`src/rtl/btb_hyst_pkg.sv`:
```
package btb_hyst_pkg;

  typedef enum logic [1:0] {
    CONF_SNT = 2'b00,
    CONF_WNT = 2'b01,
    CONF_WT  = 2'b10,
    CONF_ST  = 2'b11
  } conf_e;

  localparam conf_e CONF_RESET = CONF_WNT;

  function automatic logic conf_strong(input conf_e s);
    return s[1] == s[0];
  endfunction

  function automatic logic conf_dir(input conf_e s);
    return s[1];
  endfunction

  // target replaced: wrong prediction while weak, or any miss in one-bit policy
  function automatic logic conf_retarget(input conf_e s, input logic correct,
                                         input logic one_bit);
    return !correct && (one_bit || !conf_strong(s));
  endfunction

  function automatic conf_e conf_next(input conf_e s, input logic correct,
                                      input logic one_bit);
    conf_e r;
    if (correct)
      r = conf_dir(s) ? CONF_ST : CONF_SNT;
    else if (conf_retarget(s, correct, one_bit))
      r = conf_dir(s) ? CONF_WNT : CONF_WT;
    else
      r = conf_dir(s) ? CONF_WT : CONF_WNT;
    return r;
  endfunction

endpackage

```
`src/rtl/btb_entry_store.sv`:
```
module btb_entry_store
  import btb_hyst_pkg::*;
#(
  parameter int ADDR_W  = 16,
  parameter int ENTRIES = 16,
  localparam int IDX_W  = $clog2(ENTRIES)
) (
  input  logic              clk,
  input  logic              rst_n,
  input  logic              wr_en,
  input  logic [IDX_W-1:0]  wr_idx,
  input  logic [ADDR_W-1:0] wr_tgt,
  input  logic              wr_tgt_en,
  input  conf_e             wr_state,
  input  logic [IDX_W-1:0]  rd_a_idx,
  output logic [ADDR_W-1:0] rd_a_tgt,
  output conf_e             rd_a_state,
  input  logic [IDX_W-1:0]  rd_b_idx,
  output conf_e             rd_b_state
);

  logic [ADDR_W-1:0] tgt_q [ENTRIES];
  conf_e             st_q  [ENTRIES];

  for (genvar g = 0; g < ENTRIES; g++) begin : g_entry
    localparam logic [ADDR_W-1:0] FALL_THRU = ADDR_W'(g + 1);
    logic hit;
    assign hit = wr_en && (wr_idx == IDX_W'(g));

    always_ff @(posedge clk) begin
      if (!rst_n) begin
        tgt_q[g] <= FALL_THRU;
        st_q[g]  <= CONF_RESET;
      end else if (hit) begin
        st_q[g] <= wr_state;
        if (wr_tgt_en) tgt_q[g] <= wr_tgt;
      end
    end
  end

  assign rd_a_tgt   = tgt_q[rd_a_idx];
  assign rd_a_state = st_q[rd_a_idx];
  assign rd_b_state = st_q[rd_b_idx];

endmodule

```
`src/rtl/btb_conf_update.sv`:
```
module btb_conf_update
  import btb_hyst_pkg::*;
#(
  parameter int ADDR_W  = 16,
  parameter bit ONE_BIT = 1'b0
) (
  input  logic              upd_valid,
  input  logic              upd_correct,
  input  logic [ADDR_W-1:0] upd_next,
  input  conf_e             old_state,
  output logic              wr_en,
  output logic              retarget,
  output conf_e             new_state,
  output logic [ADDR_W-1:0] new_tgt
);

  always_comb begin
    wr_en     = upd_valid;
    retarget  = upd_valid && conf_retarget(old_state, upd_correct, ONE_BIT);
    new_state = conf_next(old_state, upd_correct, ONE_BIT);
    new_tgt   = upd_next;
  end

endmodule

```
`src/rtl/btb_hyst_predictor.sv`:
```
module btb_hyst_predictor
  import btb_hyst_pkg::*;
#(
  parameter int ADDR_W  = 16,
  parameter int ENTRIES = 16,
  parameter bit ONE_BIT = 1'b0
) (
  input  logic              clk,
  input  logic              rst_n,
  input  logic [ADDR_W-1:0] lk_addr,
  output logic [ADDR_W-1:0] lk_target,
  output logic [1:0]        lk_state,
  input  logic              upd_valid,
  input  logic [ADDR_W-1:0] upd_addr,
  input  logic [ADDR_W-1:0] upd_next,
  input  logic              upd_correct
);

  localparam int IDX_W = $clog2(ENTRIES);

  function automatic logic [IDX_W-1:0] index_of(input logic [ADDR_W-1:0] a);
    return a[IDX_W-1:0];
  endfunction

  logic [IDX_W-1:0]  lk_idx, upd_idx;
  conf_e             lk_conf, upd_old_state, upd_new_state;
  logic              tbl_we, upd_retarget;
  logic [ADDR_W-1:0] upd_new_tgt;

  assign lk_idx  = index_of(lk_addr);
  assign upd_idx = index_of(upd_addr);

  btb_conf_update #(.ADDR_W(ADDR_W), .ONE_BIT(ONE_BIT)) upd_i (
    .upd_valid  (upd_valid),
    .upd_correct(upd_correct),
    .upd_next   (upd_next),
    .old_state  (upd_old_state),
    .wr_en      (tbl_we),
    .retarget   (upd_retarget),
    .new_state  (upd_new_state),
    .new_tgt    (upd_new_tgt)
  );

  btb_entry_store #(.ADDR_W(ADDR_W), .ENTRIES(ENTRIES)) store_i (
    .clk       (clk),
    .rst_n     (rst_n),
    .wr_en     (tbl_we),
    .wr_idx    (upd_idx),
    .wr_tgt    (upd_new_tgt),
    .wr_tgt_en (upd_retarget),
    .wr_state  (upd_new_state),
    .rd_a_idx  (lk_idx),
    .rd_a_tgt  (lk_target),
    .rd_a_state(lk_conf),
    .rd_b_idx  (upd_idx),
    .rd_b_state(upd_old_state)
  );

  assign lk_state = lk_conf;

endmodule

```
`config.mk`:
```
export PLATFORM = sky130hd
export DESIGN_NAME = btb_hyst_predictor
export DESIGN_NICKNAME = d
export VERILOG_FILES = /design/src/rtl/btb_hyst_pkg.sv /design/src/rtl/btb_entry_store.sv /design/src/rtl/btb_conf_update.sv /design/src/rtl/btb_hyst_predictor.sv
export SDC_FILE = /design/constraint.sdc
export NUM_CORES = 1
export LEC_CHECK = 0
export BUFFER_PORTS_ARGS = -buffer_cell sky130_fd_sc_hd__buf_4
export CAP_MARGIN = 10
export CORE_MARGIN = 2
export CORE_UTILIZATION = 59
export DETAILED_ROUTE_END_ITERATION = 10
export PLACE_DENSITY = 0.85
export SYNTH_ARGS = -nofsm -noshare
export SYNTH_HDL_FRONTEND = slang
export SYNTH_SLANG_ARGS = --single-unit
export TNS_END_PERCENT = 1
```
`constraint.sdc`:
```
create_clock -name clk -period 5.2 [get_ports clk]
set_clock_uncertainty 0.1 [all_clocks]
set_input_delay 0.26 -clock clk [delete_from_list [all_inputs] [get_ports clk]]
set_output_delay 0.26 -clock clk [all_outputs]
set_load 0.02 [all_outputs]
```
-- Word level (Yosys, flattened, before mapping)
Memory sizes are Yosys's and may differ from the RTL's.
Index checks and enable logic that the tools add are counted.
W data, S select, Z words.
- memory bits (writable): 288
- output and inout bits: 18
- memories: 2
- register bits: 0
- ROM bits: 0
- input bits: 52
- word-level logic and storage cells: 206
- bits in latches: 0
- equality and inequality tests: 16
- divide/modulo/power cells: 0
- bitwise gates (word level): 32
- multiply operators: 0
- $add $sub $neg: 0
- reductions and logical operators: 21
- mux-type cells: 135
- shift-type cells: 0
- order comparisons: 0
- memory list (memory ; depth ; bits a word ; rd ports ; clocked after Yosys merged registers in ; write ports ; line ; source):
    store_i.tgt_q ; 16 ; 16 ; 1 ; 0 ; 16 ; btb_entry_store.sv:22 ; logic [ADDR_W-1:0] tgt_q [ENTRIES];
    store_i.st_q ; 16 ; 2 ; 2 ; 0 ; 16 ; btb_entry_store.sv:23 ; conf_e st_q [ENTRIES];
- operator list (kind ; number):
    $mux W16 ; 16
    $mux W1 ; 98
    $mux W2 ; 21
    $eq A4 B4 Y1 const B ; 8
    $or A1 B1 Y1 ; 32
    $logic_and A1 B1 Y1 ; 18
    $eq A4 B3 Y1 const B ; 4
    $eq A4 B2 Y1 const B ; 2
    $eq A4 B1 Y1 const B ; 1
    $logic_not A4 Y1 ; 1
    $logic_not A1 Y1 ; 2
    $eq A1 B1 Y1 ; 1

-- Longest topological paths before layout
Gate-level depths: netlist of the first run.
An unclocked memory read counts as a cell.
- word-level depth: 10
- gate-level depth with buffers: 9
- mapped depth without buffers: 5

-- Hierarchy
A second synthesis of the first run with hierarchy kept.
- cells, all modules: 928
- area total of the unflattened synthesis: 13127.6 um^2
- modules (own cells, without submodules) (module ; times used ; cells each ; sequential area each (um^2) ; area an instance (um^2)):
    btb_entry_store ; 1 ; 905 ; 8648.3 ; 12961.2
    btb_conf_update ; 1 ; 23 ; 0.0 ; 166.4

-- Worst setup path before layout of the first run
Ideal clock, no wire load.
- path type: input -> register
- start point: input upd_addr[0]
- end point: memory store_i.tgt_q[10][0] (enable)
- cell stages on the path: 8
- slack: 1.831 ns
- data required time: 4.689 ns
- buffers on the path: 3
- arrival time: 2.858 ns
- setup time: 0.411 ns
- cell sequence: buf_4 > buf_4 > mux4_2 > nand2_1 > nand4_2 > xnor2_2 > buf_2 > o21ai_0
- RTL lines (element ; line ; source):
    from (decl) ; btb_hyst_predictor.sv:14 ; input logic [ADDR_W-1:0] upd_addr,
    to (decl) ; btb_entry_store.sv:22 ;

==> metrics.log, run 1 <==
INFO  metric globalRouteOverflowTotal = 0
INFO  metric cts-root-buf = clkbuf_16
INFO  metric drive_above_1_share = between 20% and 30%
INFO  metric switching_share = 24.4%
INFO  metric grt_antenna_before_repair = 1
INFO  metric tritoncts = yes
INFO  metric postSynthNetCount = roughly 960
INFO  metric resized_after_cts = 0
INFO  metric row_count = between 50 and 60
INFO  metric floorplan.io_pins = 70
INFO  metric endpoint_kind_of_the_worst_setup_timing_path = flip-flop
INFO  metric most_common_cell_after_layout_fill_and_taps_aside = edfxtp_1
INFO  metric data_arrival_time_of_the_worst_path = roughly 3.3 ns
INFO  metric finalSetupTns = 0 ns
INFO  metric clock_sink_count = around 290
INFO  metric max_freq = around 0.32 GHz
INFO  metric cts_buffer_count = 28
INFO  metric avgViaCountPerCell = between 7 and 8
INFO  metric layout-area-overhead-vs-synth = 9.89%
INFO  metric dieWidth = 155 um
INFO  metric placement.cell_area = 13800 um2
INFO  metric timing_max_transition_violations_final = 0
INFO  metric synthesis.area = about 13000 um2
INFO  metric cp.required = around 5.4 ns
INFO  metric drt_first_iter_violations = 1371
INFO  metric die_area = 24000 um2
INFO  metric final_cells = around 1200
INFO  metric longest_clk_path_bufs = 3
INFO  metric power_share_of_the_clock_group = a little under two fifths
INFO  metric cellLeakagePower = about 4.5 nW
INFO  metric slew-limit-headroom = between 20% and 30%
INFO  metric synthesis.instances = between 900 and 1000
INFO  metric drv_cap = 0
INFO  metric cts_hold_buf = 1
INFO  metric chipHeight = 155 um
INFO  metric synth-seq-area-share = 64.3%
INFO  metric power_report.internal_total = 4.07 mW
INFO  metric hold_path_class = in -> reg
INFO  metric drt_drc_violations_left = 0
INFO  metric clock_latency = ~0.54 ns
INFO  metric power.net_switching = ~1.3 mW
INFO  metric finalSetupViolations = 0
INFO  metric place_worst_setup_slack = 1.97 ns
INFO  metric finalHoldViolCount = 0
INFO  metric wirelength = about 34000 um
INFO  metric timing.final.crit_share = between 50 and 60%
INFO  metric routedWlPerCell = 27.7 um
INFO  metric stdcell_area = 14800 um2
INFO  metric sequentialPowerShare = about half
INFO  metric yosysWarnings = 0
INFO  metric finalWeightedCongestion = 0.902
INFO  metric ys_seq_elements = ~290
INFO  metric netlist-cell-type-count = 28
INFO  metric n_fill_cell = 1404
INFO  metric post_cts_buffers = 0
INFO  metric vias = 8796
INFO  metric pwr_density_cell = 365 nW/um2
INFO  metric track_usage = between 20% and 30%
INFO  metric start_util = roughly 60%
INFO  metric synth.avg_cell_area = 14.8 um2
INFO  metric layout_min_cycle_time = between 3 and 4 ns
INFO  metric clkSlewWorstSetupHoldPaths = around 0.060 ns
INFO  metric peak_supply_drop = around 240 uV
INFO  metric path_max_fanout = 180
INFO  metric rsz0062_at_grt = no
INFO  metric place.detailed.instances = 1161
INFO  metric hold_ws = approximately 0.081 ns
INFO  metric pin_count_of_the_biggest_net_entering_global_routing = roughly 180
INFO  metric nets = ~960
INFO  metric grt_first_pass_wirelength = 50800 um
INFO  metric outcome = completed
INFO  metric firstDrtPassIters = 6
INFO  metric max_slew.worst_pin.slew = about 1.1 ns
INFO  metric place_hpwl = approximately 20000 um
INFO  metric timing.setup.critical_path_class = reg -> reg
INFO  metric layout.cells.most_common_list = 288 x edfxtp_1, 223 x nor3_1, 98 x mux4_2
INFO  metric antenna_violating_nets_post_route = 0
INFO  metric cts-htree-levels = 1
INFO  metric pwr-share-comb = 11.8%
INFO  metric first_global_vias = approximately 8500
INFO  metric placement.io_buffers = 45
INFO  metric finalWorstSetupSlack = roughly 2.1 ns
INFO  metric core = ~23000 um2
INFO  metric start_kind = flip-flop
metal layers:
metal | share of wire [%] | vias to the layer above | GRT usage, %
met2 | 50 | 750 | 46.8
met5 | 0 | - | 0
met1 | 35 | 4363 | 39.7
met4 | 2.9 | 0 | 8.20
met3 | 12 | 97 | 4.79
li1 | - | 3586 | -
flip-flops by register name, indices dropped and copies added (netlist names):
register       cells
store_i.st_q      32
store_i.tgt_q    256
logic make-up (layout without fill, tap and decap cells):
family	count (synthesis)	in the layout	share of synthesized area [%]
other	0	1	0
multiplexers	100	100	16.6
AND/OR/NAND/NOR	387	387	13.8
buffers and inverters	96	118	3.80
flip-flops	288	288	64.3
XOR/XNOR	2	2	0.186
AO/OA/AOI/OAI	33	33	1.25
cells in the mapped netlist, drive strengths merged:
cell / number / area [um2]
buf: 44 / 315
and3: 2 / 12.5
mux2i: 2 / 27.5
mux4: 98 / 2210
or2: 2 / 12.5
clkbuf: 52 / 195
a22oi: 1 / 7.51
or3b: 1 / 8.76
nor2b: 3 / 18.8
nor3: 223 / 1120
nand3b: 1 / 7.51
nand2: 60 / 225
nand3: 50 / 255
nand2b: 3 / 18.8
nand4: 1 / 12.5
and3b: 1 / 8.76
nor3b: 1 / 7.51
or4: 1 / 7.51
edfxtp: 288 / 8650
xnor2: 2 / 25.0
and4: 1 / 8.76
o21ai: 32 / 160
nor2: 37 / 139
final timing paths:
| check | cells past startpoint | startpoint | slack [ns] | to |
|---|---|---|---|---|
| max | 7 | store_i.st_q[6][1]$_SDFFCE_PN0P_ | 2.12 | store_i.tgt_q[3][4]$_SDFFCE_PN0P_ |
| max reg2reg | 7 | store_i.st_q[6][1]$_SDFFCE_PN0P_ | 2.12 | store_i.tgt_q[3][4]$_SDFFCE_PN0P_ |
| min reg2reg | 5 | store_i.st_q[8][1]$_SDFFCE_PN0P_ | 1.26 | store_i.st_q[7][0]$_SDFFCE_PN1P_ |
| min | 3 | upd_next[3] | 0.08 | store_i.tgt_q[9][3]$_SDFFCE_PN1P_ |
critical path, cell delays in order (launching register included):
cell      delay (ns)
edfxtp_1        0.42
mux4_2          0.49
a22oi_1         0.24
nand3_2         0.24
xnor2_4         0.27
buf_12          0.54
o21ai_1         0.18
buf_4           0.25
power groups by stage:
| stage | Sequential (mW) | Combinational (mW) | Clock, mW |
|---|---|---|---|
| 6_report | 2.70 | 0.634 | 2.06 |
| 3_3_place_gp | 2.73 | 0.600 | 0 |
| 5_1_grt | 2.70 | 0.662 | 2.13 |
| 2_1_floorplan | 2.73 | 0.477 | 0 |
| 4_1_cts | 2.70 | 0.622 | 2.05 |
| 3_5_place_dp | 2.74 | 0.616 | 0 |
area by class of cell:
type	count	area, um2	share of cell area [%]
flip-flops and latches	288	8650	58.5
multi-input cells	522	4310	29.2
clock buffers	31	733	4.96
repair buffers	67	531	3.59
well taps	285	357	2.41
clock inverters	20	196	1.33
diodes	1	2.50	0.0169
stage by stage:
stage          power, mW  util, %
4_1_cts             5.37     65.6
3_5_place_dp        3.36     61.5
5_1_grt             5.49     65.6
2_1_floorplan       3.21        -
3_3_place_gp        3.33     61.5
6_report            5.39     65.7
Power figures use the tool's default switching activity.
==> run 2, diff against run 1 <==
clock period = 3.2 ns   (was 5.2 ns; I/O delays follow)
==> metrics.log, run 2 (synthesis gave the netlist of run 1 again) <==
INFO  metric tritoncts = yes (unchanged)
INFO  metric nets = 982 (was 959)
INFO  metric finalWeightedCongestion = 0.879 (was 0.902)
INFO  metric routed.top_layer = met5 (was met4)
INFO  metric reg2reg_depth = 6 (was 7)
INFO  metric start_util = 59.7% (unchanged)
INFO  metric drive_above_1_share = 24.0% (was 23.3%)
INFO  metric largest_reg_flops = 256 (unchanged)
INFO  metric met3RoutedLength = 4230 um (was 4170 um)
INFO  metric core = 22500 um2 (unchanged)
INFO  metric r2r-end = store_i.tgt_q[15][4]$_SDFFCE_PN1P_ (was store_i.tgt_q[3][4]$_SDFFCE_PN0P_)
INFO  metric hold-path-cell-count = 3 (unchanged)
INFO  metric die_area = 24000 um2 (unchanged)
INFO  metric layout-area-overhead-vs-synth = 11.7% (was 9.89%)
INFO  metric largest-register = store_i.tgt_q (unchanged)
INFO  metric utilization = 66.7% (was 65.7%)
INFO  metric biggestRegsByFlops = store_i.tgt_q: 256 flops, store_i.st_q: 32 flops (unchanged)
INFO  metric reg2reg_from = store_i.st_q[0][1]$_SDFFCE_PN0P_ (was store_i.st_q[6][1]$_SDFFCE_PN0P_)
INFO  metric avgViaCountPerCell = 7.21 (was 7.25)
INFO  metric firstDrtPassIters = 6 (unchanged)
INFO  metric clock_latency = 0.55 ns (was 0.54 ns)
INFO  metric clkSlewWorstSetupHoldPaths = 0.06 ns (about the same)
INFO  metric switching_share = 24.4% (about the same)
INFO  metric start_kind = flip-flop (unchanged)
INFO  metric routedWlPerCell = 27.6 um (was 27.7 um)
INFO  metric grt_antenna_before_repair = 1 (unchanged)
INFO  metric wirelength = 34100 um (was 33700 um)
INFO  metric multi_input_comb_area = 4310 um2 (unchanged)
INFO  metric peak_supply_drop = 447 uV (was 240 uV)
INFO  metric power_report.internal_total = 6.60 mW (was 4.07 mW)
INFO  metric outcome = completed (unchanged)
INFO  metric data_arrival_time_of_the_worst_path = 3.04 ns (was 3.26 ns)
INFO  metric slew-limit-headroom = 42.4% (was 25.9%)
INFO  metric vias = 8884 (was 8796)
INFO  metric cp.required = 3.38 ns (was 5.38 ns)
INFO  metric wl_met2 = 17200 um (was 16800 um)
INFO  metric antenna_violating_nets_post_route = 0 (unchanged)
INFO  metric track_usage = 28.5% (was 28.3%)
INFO  metric sequentialPowerShare = 50.2% (was 50.0%)
INFO  metric r2r_setup_slack = 0.34 ns (was 2.12 ns)
INFO  metric grt_first_pass_wirelength = 51100 um (was 50800 um)
INFO  metric cts_buffer_count = 28 (unchanged)
INFO  metric pwr_density_cell = 581 nW/um2 (was 365 nW/um2)
INFO  metric pwr-share-comb = 13.3% (was 11.8%)
INFO  metric placement.io_buffers = 45 (unchanged)
INFO  metric max_freq = 0.350 GHz (was 0.325 GHz)
INFO  metric path_max_fanout = 37 (was 180)
INFO  metric first_global_vias = 8507 (was 8508)
INFO  metric chipHeight = 155 um (unchanged)
INFO  metric drv_cap = 0 (unchanged)
INFO  metric layout.cells.most_common_list = 288 x edfxtp_1, 223 x nor3_1, 98 x mux4_2 (unchanged)
INFO  metric cts_hold_buf = 5 (was 1)
INFO  metric finalHoldViolCount = 0 (unchanged)
INFO  metric clock_sink_count = 288 (unchanged)
INFO  metric most_common_cell_after_layout_fill_and_taps_aside = edfxtp_1 (unchanged)
INFO  metric dieWidth = 155 um (unchanged)
INFO  metric globalRouteOverflowTotal = 0 (unchanged)
INFO  metric wl_met1 = 11900 um (was 11700 um)
INFO  metric timing_max_transition_violations_final = 0 (unchanged)
INFO  metric finalSetupTns = 0 ns (unchanged)
INFO  metric worstHoldStart = upd_addr[2] (was upd_next[3])
INFO  metric max_slew.worst_pin.slew = 0.862 ns (was 1.11 ns)
INFO  metric pin_count_of_the_biggest_net_entering_global_routing = 50 (was 181)
INFO  metric row_count = 55 (unchanged)
INFO  metric post_cts_buffers = 0 (unchanged)
INFO  metric cellLeakagePower = 4.66 nW (was 4.55 nW)
INFO  metric cts-root-buf = clkbuf_16 (unchanged)
INFO  metric rsz0062_at_grt = no (unchanged)
INFO  metric n_fill_cell = 1425 (was 1404)
INFO  metric power_share_of_the_clock_group = 36.5% (was 38.2%)
INFO  metric drt_drc_violations_left = 0 (unchanged)
INFO  metric timing.setup.critical_path_class = reg -> reg (unchanged)
INFO  metric longest_clk_path_bufs = 3 (unchanged)
INFO  metric hold-path-endpoint = store_i.st_q[15][0]$_SDFFCE_PN1P_ (was store_i.tgt_q[9][3]$_SDFFCE_PN1P_)
INFO  metric antenna-diode-count = 0 (was 1)
INFO  metric drt_first_iter_violations = 1524 (was 1371)
INFO  metric finalSetupViolations = 0 (unchanged)
INFO  metric floorplan.io_pins = 70 (unchanged)
INFO  metric endpoint_kind_of_the_worst_setup_timing_path = flip-flop (unchanged)
INFO  metric power.net_switching = 2.13 mW (was 1.32 mW)
INFO  metric final-seq-area = 8650 um2 (unchanged)
INFO  metric cts-htree-levels = 1 (unchanged)
INFO  metric place_hpwl = 21300 um (was 20300 um)
INFO  metric timing.final.crit_share = 89.2% (was 59.2%)
INFO  metric layout_min_cycle_time = 2.86 ns (was 3.08 ns)
INFO  metric resized_after_cts = 0 (unchanged)
INFO  metric hold_path_class = in -> reg (unchanged)
-- run 2: changes by cell type in the layout (fill, tap and decap cells not counted) --
cell / before / now
buf_4: 64 / 73
clkinvlp_4: 2 / 1
dlygate4sd3_1: 1 / 5
clkbuf_1: 2 / 9
clkinv_1: 7 / 4
clkinv_8: 0 / 1
diode_2: 1 / 0
bufinv_16: 4 / 3
clkinv_2: 7 / 1
buf_12: 2 / 12
clkbuf_16: 29 / 28
-- run 2: how the worst max path moves through the flow --
stage / start / endpoint / slack [ns] / depth (start not counted)
4_1_cts: store_i.st_q[3][1]$_SDFFCE_PN0P_ / store_i.tgt_q[12][9]$_SDFFCE_PN0P_ / 0.41 / 7
3_5_place_dp: upd_addr[0] / store_i.tgt_q[15][4]$_SDFFCE_PN1P_ / 0.36 / 7
3_3_place_gp: upd_addr[0] / store_i.tgt_q[15][4]$_SDFFCE_PN1P_ / 0.40 / 7
2_1_floorplan: upd_addr[0] / store_i.tgt_q[10][0]$_SDFFCE_PN1P_ / -0.07 / 8
5_1_grt: store_i.st_q[0][1]$_SDFFCE_PN0P_ / store_i.tgt_q[4][3]$_SDFFCE_PN0P_ / 0.26 / 7
6_report: store_i.st_q[0][1]$_SDFFCE_PN0P_ / store_i.tgt_q[15][4]$_SDFFCE_PN1P_ / 0.34 / 6
-- run 2: power by group through the flow --
stage	registers [mW]	clock network [mW]	logic [mW]
2_1_floorplan	4.44	0	0.776
3_3_place_gp	4.43	0	1.09
3_5_place_dp	4.45	0	1.11
4_1_cts	4.38	3.20	1.14
5_1_grt	4.39	3.31	1.21
6_report	4.38	3.19	1.16
-- run 2: layer usage --
layer  up-vias  GRT usage [%]
li1       3636              -
met1      4401           39.6
met2       759           47.4
met3        86           5.54
met4         2           7.23
met5         -              0
-- run 2: area by class of cell --
class                           instances  share of cell area, %
Sequential cell                       288                   57.6
Multi-Input combinational cell        522                   28.7
Timing Repair Buffer                   90                   5.58
Clock buffer                           37                   4.89
Tap cell                              285                   2.37
Clock inverter                         10                  0.891
-- run 2: per-stage QoR --
step                      worst slack (ns)  instance area, um2  cells  power (mW)  hold WS (ns)
final                                0.345               15000   1232        8.73        0.0945
after global routing                 0.261               15000   1232        8.91        0.0874
after CTS                            0.415               15000   1232        8.71        0.0554
after detailed placement             0.357               14100   1180        5.56         0.349
after global placement               0.403               14100   1180        5.53         0.338
after floorplan                    -0.0695               13400    906        5.21         0.241
-- run 2: critical path, stage by stage (launching register included) --
cell and delay (ns):
edfxtp_1 0.40, mux4_2 0.50, a22oi_1 0.32, nand3_2 0.27
xnor2_4 0.25, buf_12 0.21, or4_1 0.53
==> run 3, diff against run 2 <==
ABC_CLOCK_PERIOD_IN_PS = 3200   (was not set)
SETUP_SLACK_MARGIN = 0.4   (was not set)
==> metrics.log, run 3 (synthesis gave the netlist of run 1 again) <==
INFO  metric start_util = 59.7% (unchanged)
INFO  metric row_count = 55 (unchanged)
INFO  metric cts-htree-levels = 1 (unchanged)
INFO  metric final_cells = 1235 (was 1232)
INFO  metric hold_ws = 0.0784 ns (was 0.0945 ns)
INFO  metric routedWlPerCell = 27.8 um (was 27.6 um)
INFO  metric max_freq = 0.370 GHz (was 0.350 GHz)
INFO  metric layout_min_cycle_time = 2.70 ns (was 2.86 ns)
INFO  metric finalSetupViolations = 0 (unchanged)
INFO  metric biggestRegsByFlops = store_i.tgt_q: 256 flops, store_i.st_q: 32 flops (unchanged)
INFO  metric path_max_fanout = 22 (was 37)
INFO  metric pin_count_of_the_biggest_net_entering_global_routing = 126 (was 50)
INFO  metric avgViaCountPerCell = 7.06 (was 7.21)
INFO  metric timing_max_transition_violations_final = 0 (unchanged)
INFO  metric first_global_vias = 8677 (was 8507)
INFO  metric largest-register = store_i.tgt_q (unchanged)
INFO  metric grt_util_met3 = 4.65% (was 5.54%)
INFO  metric max_slew.worst_pin.slew = 0.965 ns (was 0.862 ns)
INFO  metric nets = 982 (unchanged)
INFO  metric longest_clk_path_bufs = 3 (unchanged)
INFO  metric cts-root-buf = clkbuf_16 (unchanged)
INFO  metric antenna-diode-count = 0 (unchanged)
INFO  metric wirelength = 34300 um (was 34100 um)
INFO  metric start_kind = flip-flop (unchanged)
INFO  metric hold_path_class = in -> reg (unchanged)
INFO  metric core = 22500 um2 (unchanged)
INFO  metric track_usage = 29.3% (was 28.5%)
INFO  metric placement.io_buffers = 45 (unchanged)
INFO  metric globalRouteOverflowTotal = 0 (unchanged)
INFO  metric chipHeight = 155 um (unchanged)
INFO  metric drive_above_1_share = 23.9% (was 24.0%)
INFO  metric cts_buffer_count = 29 (was 28)
INFO  metric timing.final.crit_share = 84.5% (was 89.2%)
INFO  metric timing.setup.critical_path_class = reg -> reg (unchanged)
INFO  metric place_worst_setup_slack = 0.272 ns (was 0.357 ns)
INFO  metric clkSlewWorstSetupHoldPaths = 0.06 ns (about the same)
INFO  metric n_fill_cell = 1475 (was 1425)
INFO  metric finalWeightedCongestion = 0.939 (was 0.879)
INFO  metric largest_reg_flops = 256 (unchanged)
INFO  metric pwr_density_cell = 579 nW/um2 (was 581 nW/um2)
INFO  metric endpoint_kind_of_the_worst_setup_timing_path = flip-flop (unchanged)
INFO  metric tritoncts = yes (unchanged)
INFO  metric die_area = 24000 um2 (unchanged)
INFO  metric clock_sink_count = 288 (unchanged)
INFO  metric firstDrtPassIters = 5 (was 6)
INFO  metric drv_cap = 0 (unchanged)
INFO  metric outcome = completed (unchanged)
INFO  metric vias = 8717 (was 8884)
INFO  metric drt_drc_violations_left = 0 (unchanged)
INFO  metric place.detailed.instances = 1174 (was 1180)
INFO  metric grt_first_pass_wirelength = 51900 um (was 51100 um)
INFO  metric layout.cells.most_common_list = 288 x edfxtp_1, 223 x nor3_1, 98 x mux4_2 (unchanged)
INFO  metric dieWidth = 155 um (unchanged)
INFO  metric finalSetupTns = 0 ns (unchanged)
INFO  metric rsz0062_at_grt = no (unchanged)
INFO  metric data_arrival_time_of_the_worst_path = 2.88 ns (was 3.04 ns)
INFO  metric grt_util_met1 = 40.3% (was 39.6%)
INFO  metric place_hpwl = 21200 um (was 21300 um)
INFO  metric cellLeakagePower = 4.65 nW (was 4.66 nW)
INFO  metric grt_antenna_before_repair = 0 (was 1)
INFO  metric antenna_violating_nets_post_route = 0 (unchanged)
INFO  metric finalHoldViolCount = 0 (unchanged)
INFO  metric drt_first_iter_violations = 1378 (was 1524)
INFO  metric most_common_cell_after_layout_fill_and_taps_aside = edfxtp_1 (unchanged)
INFO  metric cp.required = 3.37 ns (was 3.38 ns)
INFO  metric slowest_delay = 0.52 ns (was 0.53 ns)
INFO  metric globalRoute.busiestLayer = met2 (unchanged)
INFO  metric finalWorstSetupSlack = 0.496 ns (was 0.345 ns)
INFO  metric grtUsageMet2 = 48.3% (was 47.4%)
INFO  metric clock_latency = 0.54 ns (was 0.55 ns)
INFO  metric cp_cell_sequence = mux4_2 -> a22oi_2 -> nand3_4 -> xnor2_4 -> buf_4 -> buf_12 -> or4_1 (was mux4_2 -> a22oi_1 -> nand3_2 -> xnor2_4 -> buf_12 -> or4_1)
INFO  metric peak_supply_drop = 447 uV (about the same)
INFO  metric slew-limit-headroom = 35.5% (was 42.4%)
INFO  metric floorplan.io_pins = 70 (unchanged)
INFO  metric crit_path_top_delay_cell = or4_1 (unchanged)
INFO  metric layout-area-overhead-vs-synth = 11.5% (was 11.7%)
INFO  metric utilization = 66.6% (was 66.7%)
## run 3: cell count changes in the layout (fill, tap and decap cells not counted), moves of 2 or more
cell | previous run | this run
buf_12 | 12 | 6
clkinv_1 | 4 | 10
buf_6 | 0 | 5
clkbuf_1 | 9 | 6
buf_4 | 73 | 71
clkinv_2 | 1 | 3
## run 3: layout make-up
cell class                      count  area, um2  area share [%]
Timing Repair Buffer               89        797            5.32
Multi-Input combinational cell    522       4320            28.8
Clock inverter                     16        121           0.810
Sequential cell                   288       8650            57.7
Tap cell                          285        357            2.38
Clock buffer                       35        748            4.99
## run 3: power breakdown
part	leakage (nW)	total, mW	switching [mW]	internal, mW
Clock	0.425	3.18	1.38	1.81
Combinational	1.39	1.12	0.727	0.397
Sequential	2.84	4.38	0.0527	4.32
Total	4.65	8.69	2.16	6.53
## run 3: final timing paths
| path | cells past startpoint | to | slack (ns) | startpoint |
|---|---|---|---|---|
| worst min-delay path | 4 | store_i.st_q[13][0]$_SDFFCE_PN1P_ | 0.08 | upd_addr[2] |
| worst max register to register | 7 | store_i.tgt_q[15][4]$_SDFFCE_PN1P_ | 0.50 | store_i.st_q[2][1]$_SDFFCE_PN0P_ |
| worst min register to register | 5 | store_i.st_q[10][1]$_SDFFCE_PN0P_ | 1.05 | store_i.st_q[8][0]$_SDFFCE_PN1P_ |
| worst max-delay path | 7 | store_i.tgt_q[15][4]$_SDFFCE_PN1P_ | 0.50 | store_i.st_q[2][1]$_SDFFCE_PN0P_ |
## run 3: per-stage QoR
stage / area, um2 / power (mW)
floorplan: 13400 / 5.21
global placement: 14000 / 5.49
detailed placement: 14000 / 5.52
CTS: 15000 / 8.67
global route: 15000 / 8.89
finish: 15000 / 8.69
## run 3: timing repair
item	CTS	global route
pin swaps	1	1
buffers inserted	3	1
resized for setup	1	7
hold endpoints to repair	37	0
endpoints found under the setup margin	57	371
hold buffers	6	0
## run 3: critical path: cells and delay by family (launching register included)
family	cells	cell delay, ns
simple gates	2	0.68
mux	1	0.50
flops	1	0.39
buf+inv	2	0.33
compound gates	1	0.26
xor+xnor	1	0.18
## run 3: routing by layer
| metal | part of all wire (%) | vias to the layer above |
|---|---|---|
| met5 | 0 | - |
| met4 | 3.8 | 0 |
| met3 | 11 | 92 |
| met2 | 50 | 669 |
| met1 | 35 | 4318 |
| li1 | - | 3638 |
